**src/rtl/i2cflag_pkg.sv**
```systemverilog
package i2cflag_pkg;
  localparam int F_ADDR  = 0;
  localparam int F_NACK  = 1;
  localparam int F_STOP  = 2;
  localparam int F_TC    = 3;
  localparam int F_TCR   = 4;
  localparam int F_BERR  = 5;
  localparam int F_ARLO  = 6;
  localparam int F_OVR   = 7;
  localparam int F_PEC   = 8;
  localparam int N_FLAGS = 9;

  localparam int C_ADDR  = 0;
  localparam int C_NACK  = 1;
  localparam int C_STOP  = 2;
  localparam int C_BERR  = 3;
  localparam int C_ARLO  = 4;
  localparam int C_OVR   = 5;
  localparam int C_PEC   = 6;
  localparam int N_CLR   = 7;

  typedef struct packed {
    logic [N_FLAGS-1:0] setVec;
    logic [N_FLAGS-1:0] clrVec;
    logic               loadCnt;
    logic               decCnt;
    logic               autoStop;
    logic               pecNack;
    logic               xferBegin;
    logic               xferEnd;
    logic               wipe;
  } strobes_t;
endpackage

```
**src/rtl/i2cflag_ctrl.sv**
```systemverilog
module i2cflag_ctrl
  import i2cflag_pkg::*;
#(
  parameter int CNT_W    = 8,
  parameter bit SMBUS_EN = 1'b1
) (
  input  logic             enable,
  input  logic             isMaster,
  input  logic             reloadMode,
  input  logic             autoEnd,
  input  logic             noStretch,
  input  logic             slaveByteCtl,
  input  logic [CNT_W-1:0] byteCount,
  input  logic             countWrite,
  input  logic             startReq,
  input  logic             stopReq,
  input  logic             evAddrMatch,
  input  logic             evNack,
  input  logic             evStop,
  input  logic             evStopOwn,
  input  logic             evByteDone,
  input  logic             evMisplaced,
  input  logic             addrPhase,
  input  logic             evArbLost,
  input  logic             evOvrUdr,
  input  logic             evPecBad,
  input  logic [N_CLR-1:0] clrBits,
  input  logic [CNT_W-1:0] bytesLeft,
  input  logic             inXfer,
  output strobes_t         st
);
  localparam logic [CNT_W-1:0] LAST_BYTE = CNT_W'(1);

  logic exhaust;
  logic tcAllowed;
  logic nonZeroWr;
  logic slaveAddrPhase;
  logic stopInvolved;
  logic pecHit;

  generate
    if (SMBUS_EN) begin : g_pec
      assign pecHit = evPecBad;
    end else begin : g_nopec
      assign pecHit = 1'b0;
    end
  endgenerate

  always_comb begin
    exhaust        = evByteDone && (bytesLeft == LAST_BYTE);
    tcAllowed      = isMaster || slaveByteCtl;
    nonZeroWr      = countWrite && (byteCount != '0);
    slaveAddrPhase = !isMaster && addrPhase;
    stopInvolved   = evStop && inXfer && (isMaster ? evStopOwn : 1'b1);

    st = '0;
    st.wipe = !enable;
    if (enable) begin
      st.setVec[F_ADDR] = evAddrMatch;
      st.setVec[F_NACK] = evNack;
      st.setVec[F_STOP] = stopInvolved;
      st.setVec[F_TC]   = exhaust && tcAllowed && !reloadMode && !autoEnd;
      st.setVec[F_TCR]  = exhaust && tcAllowed && reloadMode;
      st.setVec[F_BERR] = evMisplaced && inXfer && !slaveAddrPhase;
      st.setVec[F_ARLO] = evArbLost;
      st.setVec[F_OVR]  = evOvrUdr && !isMaster && noStretch;
      st.setVec[F_PEC]  = pecHit;

      st.clrVec[F_ADDR] = clrBits[C_ADDR];
      st.clrVec[F_NACK] = clrBits[C_NACK];
      st.clrVec[F_STOP] = clrBits[C_STOP];
      st.clrVec[F_TC]   = startReq || stopReq;
      st.clrVec[F_TCR]  = nonZeroWr;
      st.clrVec[F_BERR] = clrBits[C_BERR];
      st.clrVec[F_ARLO] = clrBits[C_ARLO];
      st.clrVec[F_OVR]  = clrBits[C_OVR];
      st.clrVec[F_PEC]  = clrBits[C_PEC];

      st.loadCnt   = startReq || nonZeroWr;
      st.decCnt    = evByteDone && (bytesLeft != '0);
      st.autoStop  = exhaust && tcAllowed && !reloadMode && autoEnd;
      st.pecNack   = pecHit;
      st.xferBegin = (startReq && isMaster) || (evAddrMatch && !isMaster);
      st.xferEnd   = evStop;
    end
  end
endmodule

```
**src/rtl/i2cflag_dp.sv**
```systemverilog
module i2cflag_dp
  import i2cflag_pkg::*;
#(
  parameter int CNT_W = 8
) (
  input  logic               clk,
  input  logic               rstN,
  input  strobes_t           st,
  input  logic [CNT_W-1:0]   byteCount,
  output logic [N_FLAGS-1:0] flags,
  output logic [CNT_W-1:0]   bytesLeft,
  output logic               inXfer,
  output logic               autoStop,
  output logic               pecNack
);
  generate
    for (genvar i = 0; i < N_FLAGS; i++) begin : g_flag
      always_ff @(posedge clk or negedge rstN) begin
        if (!rstN)               flags[i] <= 1'b0;
        else if (st.wipe)        flags[i] <= 1'b0;
        else if (st.setVec[i])   flags[i] <= 1'b1;
        else if (st.clrVec[i])   flags[i] <= 1'b0;
      end
    end
  endgenerate

  always_ff @(posedge clk or negedge rstN) begin
    if (!rstN)            bytesLeft <= '0;
    else if (st.wipe)     bytesLeft <= '0;
    else if (st.loadCnt)  bytesLeft <= byteCount;
    else if (st.decCnt)   bytesLeft <= bytesLeft - CNT_W'(1);
  end

  always_ff @(posedge clk or negedge rstN) begin
    if (!rstN)              inXfer <= 1'b0;
    else if (st.wipe)       inXfer <= 1'b0;
    else if (st.xferEnd)    inXfer <= 1'b0;
    else if (st.xferBegin)  inXfer <= 1'b1;
  end

  always_ff @(posedge clk or negedge rstN) begin
    if (!rstN) begin
      autoStop <= 1'b0;
      pecNack  <= 1'b0;
    end else begin
      autoStop <= st.autoStop;
      pecNack  <= st.pecNack;
    end
  end
endmodule

```
**src/rtl/i2c_flag_unit.sv**
```systemverilog
module i2c_flag_unit
  import i2cflag_pkg::*;
#(
  parameter int CNT_W    = 8,
  parameter bit SMBUS_EN = 1'b1
) (
  input  logic               clk,
  input  logic               rstN,
  input  logic               enable,
  input  logic               isMaster,
  input  logic               reloadMode,
  input  logic               autoEnd,
  input  logic               noStretch,
  input  logic               slaveByteCtl,
  input  logic [CNT_W-1:0]   byteCount,
  input  logic               countWrite,
  input  logic               startReq,
  input  logic               stopReq,
  input  logic               evAddrMatch,
  input  logic               evNack,
  input  logic               evStop,
  input  logic               evStopOwn,
  input  logic               evByteDone,
  input  logic               evMisplaced,
  input  logic               addrPhase,
  input  logic               evArbLost,
  input  logic               evOvrUdr,
  input  logic               evPecBad,
  input  logic [N_CLR-1:0]   clrBits,
  output logic [N_FLAGS-1:0] statusWord,
  output logic [CNT_W-1:0]   bytesLeft,
  output logic               autoStop,
  output logic               pecNack
);
  strobes_t stb;
  logic     inXfer;

  i2cflag_ctrl #(.CNT_W(CNT_W), .SMBUS_EN(SMBUS_EN)) u_ctrl (
    .enable(enable), .isMaster(isMaster), .reloadMode(reloadMode),
    .autoEnd(autoEnd), .noStretch(noStretch), .slaveByteCtl(slaveByteCtl),
    .byteCount(byteCount), .countWrite(countWrite), .startReq(startReq),
    .stopReq(stopReq), .evAddrMatch(evAddrMatch), .evNack(evNack),
    .evStop(evStop), .evStopOwn(evStopOwn), .evByteDone(evByteDone),
    .evMisplaced(evMisplaced), .addrPhase(addrPhase), .evArbLost(evArbLost),
    .evOvrUdr(evOvrUdr), .evPecBad(evPecBad), .clrBits(clrBits),
    .bytesLeft(bytesLeft), .inXfer(inXfer), .st(stb)
  );

  i2cflag_dp #(.CNT_W(CNT_W)) u_dp (
    .clk(clk), .rstN(rstN), .st(stb), .byteCount(byteCount),
    .flags(statusWord), .bytesLeft(bytesLeft), .inXfer(inXfer),
    .autoStop(autoStop), .pecNack(pecNack)
  );
endmodule

```
**config.mk**
```make
export PLATFORM = sky130hd
export DESIGN_NAME = i2c_flag_unit
export DESIGN_NICKNAME = d
export VERILOG_FILES = /design/src/rtl/i2cflag_pkg.sv /design/src/rtl/i2cflag_ctrl.sv /design/src/rtl/i2cflag_dp.sv /design/src/rtl/i2c_flag_unit.sv
export SDC_FILE = /design/constraint.sdc
export NUM_CORES = 1
export LEC_CHECK = 0
export ABC_AREA = 1
export CAP_MARGIN = 0
export CORE_ASPECT_RATIO = 0.5
export CORE_MARGIN = 10
export CORE_UTILIZATION = 36
export DETAILED_ROUTE_END_ITERATION = 12
export PLACE_DENSITY_LB_ADDON = 0.25
export SLEW_MARGIN = 25
export SYNTH_ARGS = -nofsm -noshare
export SYNTH_HDL_FRONTEND = slang
export SYNTH_SLANG_ARGS = --single-unit
```
**constraint.sdc**
```tcl
create_clock -name clk -period 1.6 [get_ports clk]
set_input_delay 0.48 -clock clk [delete_from_list [all_inputs] [get_ports clk]]
set_output_delay 0.48 -clock clk [all_outputs]
set_load 0.01 [all_outputs]
```
* After elaboration in Yosys (flattened, before gate mapping)
Index checks and enable logic that the tools add are counted.
** Cells by class
- $add $sub $neg :: 1
- Magnitude comparators :: 0
- Multiplexer cells :: 35
- Multiply operators :: 0
- Reduce and logical (&&, ||, !) cells :: 27
- Shift-type cells :: 0
- Equality and inequality tests :: 12
- Div/mod/pow operators :: 0
- Bitwise logic cells :: 0
** Operators by type and width (number)
- 3-bit by 1-bit != test with 1-bit output, second input constant :: 11
- 1-bit 2-to-1 mux :: 31
- 24-bit 2-to-1 mux :: 1
- 8-bit 2-to-1 mux :: 3
- 1-bit logical AND :: 17
- 8-bit nonzero test :: 2
- 8-bit by 1-bit == test with 1-bit output, second input constant :: 1
- 8-bit by 1-bit subtractor with 8-bit output, second input constant :: 1
- 1-bit logical NOT :: 4
- 1-bit logical OR :: 4
** Word-level totals
- Word-level logic and storage cells :: 88
- RAM bits :: 0
- Output and inout bits :: 19
- ROM bits :: 0
- Bits of input ports :: 36
- Memories :: 0
- Register bits :: 20
- Latch bits :: 0

* Longest topological paths before layout
- Depth in word-level cells :: 9
- Gate-level depth with buffers :: 9
- Depth with buffers taken out :: 9

* Cells and area by module
A second synthesis with hierarchy kept.
** Second synthesis, totals
- Cells, all modules :: 208
- Area, all modules :: 1330.0 um2
** By module, submodules not included
- i2cflag_dp :: area each 985.9 um2, instances 1, seq. area each 500.5 um2, cells an instance 127
- i2cflag_ctrl :: area each 344.1 um2, instances 1, seq. area each 0.0 um2, cells an instance 81

* Worst setup path after synthesis
Ideal clock, no wire load.
- Path type :: register to register
- Start :: register u_dp.bytesLeft[0]
- End :: register u_dp.bytesLeft[2]
- Setup time :: 0.117 ns
- Slack :: 0.140 ns
- Data arrival time :: 1.342 ns
- Buffers on the path :: 0
- Stages on the path, launching flop included :: 10
- Cell sequence :: dfrtp_1 inv_1 ha_1 nand2_2 o21ai_4 nand3_4 nand2_2 inv_2 nand3_1 nand2_1
** Between the ends
- Longest elaborated chain between the ends :: 4
- Elaborated cells on any way between the ends :: 8
- Classes of those cells :: add/sub: 1; eq/ne: 1; mux: 4; reduce/logical: 2
** Ends and longest elaborated chain
- start: declaration :: RTL line i2cflag_dp.sv:11 : output logic [CNT_W-1:0] bytesLeft,
- start signal: assignment :: RTL line i2cflag_dp.sv:30 : else if (st.loadCnt) bytesLeft <= byteCount;
- start signal: assignment :: RTL line i2cflag_dp.sv:31 : else if (st.decCnt) bytesLeft <= bytesLeft - CNT_W'(1);
- 8-bit by 1-bit subtractor with 8-bit output / 8-bit nonzero test (equally long branches) :: RTL line i2cflag_dp.sv:31, i2cflag_ctrl.sv:80
- 8-bit 2-to-1 mux / 1-bit logical AND (equally long branches) :: RTL line i2cflag_dp.sv:31, i2cflag_ctrl.sv:80
- 8-bit 2-to-1 mux / 24-bit 2-to-1 mux (equally long branches) :: RTL line i2cflag_dp.sv:30, i2cflag_ctrl.sv:58
- 8-bit 2-to-1 mux / 3-bit by 1-bit != test with 1-bit output (equally long branches)
Several ways; a longest one is shown, not always the timed one. The select of a mux whose other input is x is not followed.
A chain may end at the register's enable or synchronous reset.

* Final worst setup path
- Start :: register u_dp.bytesLeft[3]
- End :: output bytesLeft[3]
** RTL lines
- end: declaration :: RTL line i2c_flag_unit.sv:31 : output logic [CNT_W-1:0] bytesLeft,
No word-level cell between the ends.

==> flow_metrics.tcl <==
set metrics [dict create \
    skew_ns 0.00213 \
    htreeDepth 1 \
    hpwl_mm 3.04 \
    period_needed_ns 1.47 \
    timing.slew.headroom_pct 80.2 \
    crit_arrival_ns 0.99 \
    vias_per_cell 4.81 \
    cp.required_ns 1.12 \
    final.setup.tns_ns 0 \
    wl_per_cell_microns 14.7 \
    regArea_sq_um 500 \
    async_reset_ff_share_pct 100 \
    fillers 297 \
    crit_type "flip-flop to output port" \
    ctsHoldBuffers 0 \
    setup_ws_ns 0.130 \
    placed_cell_area_sq_mm 0.00190 \
    synth_common_cells "nand2_1 (34), nor2_1 (21), dfrtp_1 (20)" \
    tightest_slew_ns 0.297 \
    grt_use_met3_pct 4.36 \
    numCtsBuffers 3 \
    hp-start "u_dp.flags[8]$_DFFE_PN0P_" \
    final-max-slew-violation-count 0 \
    drt_iter0_markers 51 \
    syn_nets 190 \
    num_rows 14 \
    syn2layout_area_growth_pct 61.8 \
    clock_latency_ns 0.26 \
    initial_utilization_pct 39.1 \
    cts_tree "built" \
    yosys_register_bits 20 \
    hp-class "flip-flop to flip-flop" \
    fin_cells 263 \
    rsz0062_at_grt "no" \
    synthCells 151 \
    routed_wirelength_mm 3.86 \
    grtUsageTotal_pct 12.6 \
    p_per_area_mw_per_mm2 813 \
    ff2ff_setup_slack_ns 0.13 \
    grt_max_degree 21 \
    ctsLongestPathBuffers 2 \
    port_buffers 54 \
    path_cells "dlygate4sd2_1" \
    post-route-period-util_pct 91.8 \
    dieArea_sq_mm 0.00625 \
    critPathBufInv 1 \
    synthDistinctLibCells 24 \
    syn_avg_cell_area_sq_um 8.07 \
    r2r_end "u_dp.bytesLeft[4]$_DFFE_PN0P_" \
    firstDrtPassIters 4 \
    end_kind "output port" \
    yosysSeqAreaShare_pct 41.1 \
    n_antenna_cell 0 \
    synth-edff-count 0 \
    r2r_cells 9 \
    min_to "u_dp.flags[8]$_DFFE_PN0P_" \
    fp.dieH_microns 61.1 \
    yosysWarnings 0 \
    top_usage_layer "met2" \
    hold_path_depth 2 \
    die_w_microns 102 \
    synth_flop_cell "dfrtp_1" \
    yosys.area.top_type_share_pct 41.1 \
    r2r_start "u_dp.bytesLeft[5]$_DFFE_PN0P_" \
    drc_errors 0 \
    antenna_found_initial 0 \
    root_buffer "clkbuf_8" \
    synth_most_common_cell "nand2_1" \
    synth_top_area_cell "dfrtp_1" \
    grt_pass1_wl_mm 6.16 \
    cp.depth 1 \
    crit_path_start_kind "flip-flop" \
    clock_sinks 20 \
    layout.nets 263 \
    grt.met1_usage_pct 14.1 \
    use_met2_pct 22.7 \
    core_area_sq_mm 0.00312 \
    place_congestion 0.802 \
    grt_pass1_vias 1274 \
    post-place-ws_ns -0.289 \
    cpMaxStageDelayCell "dfrtp_1" \
    ant_nets 0 \
    status "complete, no violations" \
    total_power_mw 1.60 \
    clock.fmax_ghz 0.680 \
    max_stage_delay_ns 0.42 \
    ios 55 \
    layout-drive-gt1-share_pct 14.8 \
    p_leak_nw 1.05 \
    peakVddDrop_uv 491 \
    critPathMaxFanout 3 \
    grt_overflow 0 \
    synth_area_sq_mm 0.00122 \
    setup_viol 0 \
    max_cap_viol_count 0 \
    placedCellCount 257 \
    routed-via-count 1264 \
    path_delay_family "flip-flops" \
    multi_input_area_sq_um 648 \
    fin_area_sq_mm 0.00197 \
    ys_top_cells_by_area "dfrtp_1 (41%), nand2_1 (10%), nand3_1 (6.6%), nor2_1 (6.5%), nand4_1 (4.1%)" \
    hold_viol_final 0 \
    clkTransAtPathRegs_ns 0.08 \
]
-- layout by cell type, fill, tap and decap left out, types with 2 or more instances in the layout --
master            n
clkbuf_8          3
a21oi_1           3
dlygate4sd2_1    23
o21ai_4           2
o21ai_1           2
nand2_1          33
nand3_1          16
buf_4            17
xor2_1            2
nand2_2           3
o2bb2ai_1         3
inv_1            13
ha_1              3
xnor2_1           4
nor2_4            2
o21ai_0           4
nand4_1           8
nand3b_1          4
nor2_1           20
dlymetal6s2s_1    4
dfrtp_1          20
nand2_4           2
clkdlybuf4s50_1  27
-- logic make-up (layout without fill, tap and decap cells) --
kind of cell    Yosys count  after routing  share of synthesized area [%]
xor+xnor                  6              6                           4.31
compound gates           15             15                           9.14
fa+ha+maj                 3              3                           3.08
buf+inv                  17             89                           6.16
simple gates             90             90                           36.2
flops                    20             20                           41.1
-- power breakdown --
| group | internal (mW) | switching [mW] | leakage, nW | total (mW) |
|---|---|---|---|---|
| Clock | 0.334 | 0.188 | 0.0357 | 0.522 |
| Combinational | 0.250 | 0.260 | 0.754 | 0.509 |
| Sequential | 0.542 | 0.0294 | 0.264 | 0.572 |
| Total | 1.13 | 0.477 | 1.05 | 1.60 |
-- layer usage --
metal | wire, microns | up-vias
met3 | 275 | 2
met4 | 36 | 0
met2 | 1820 | 35
met1 | 1720 | 584
met5 | 0 | -
li1 | - | 643
-- through the flow --
step	util [%]	hold slack, ns
2_1_floorplan	-	0.184
6_report	63.2	0.476
5_1_grt	63.2	0.511
3_3_place_gp	60.9	0.456
3_5_place_dp	60.9	0.465
4_1_cts	62.5	0.481
-- how the worst max path moves through the flow --
stage	from	slack, ns	end
after floorplan	u_dp.bytesLeft[0]$_DFFE_PN0P_	0.14	u_dp.bytesLeft[2]$_DFFE_PN0P_
after global placement	byteCount[7]	-0.23	u_dp.bytesLeft[5]$_DFFE_PN0P_
after detailed placement	byteCount[3]	-0.29	u_dp.bytesLeft[5]$_DFFE_PN0P_
after CTS	byteCount[3]	0.009	u_dp.bytesLeft[5]$_DFFE_PN0P_
after global routing	u_dp.bytesLeft[0]$_DFFE_PN0P_	0.008	u_dp.bytesLeft[4]$_DFFE_PN0P_
final	u_dp.bytesLeft[3]$_DFFE_PN0P_	0.13	bytesLeft[3]
-- registers in the layout (all words and copies together) (netlist names) --
signal          cells
u_dp.autoStop       1
u_dp.bytesLeft      8
u_dp.flags          9
u_dp.inXfer         1
u_dp.pecNack        1
-- area by class of cell --
cell class / count / share of cell area, %
repair buffers: 71 / 32.9
multi-input cells: 114 / 32.9
flip-flops and latches: 20 / 25.4
inverters: 14 / 2.66
well taps: 40 / 2.54
clock buffers: 3 / 2.09
clock inverters: 1 / 1.52
-- what timing repair did --
action / CTS / global route
gates cloned: 0 / 0
gates resized for setup: 23 / 6
endpoints found under the setup margin: 23 / 8
pin swaps: 6 / 8
buffers inserted: 1 / 1
(Power assumes the default switching activity.)
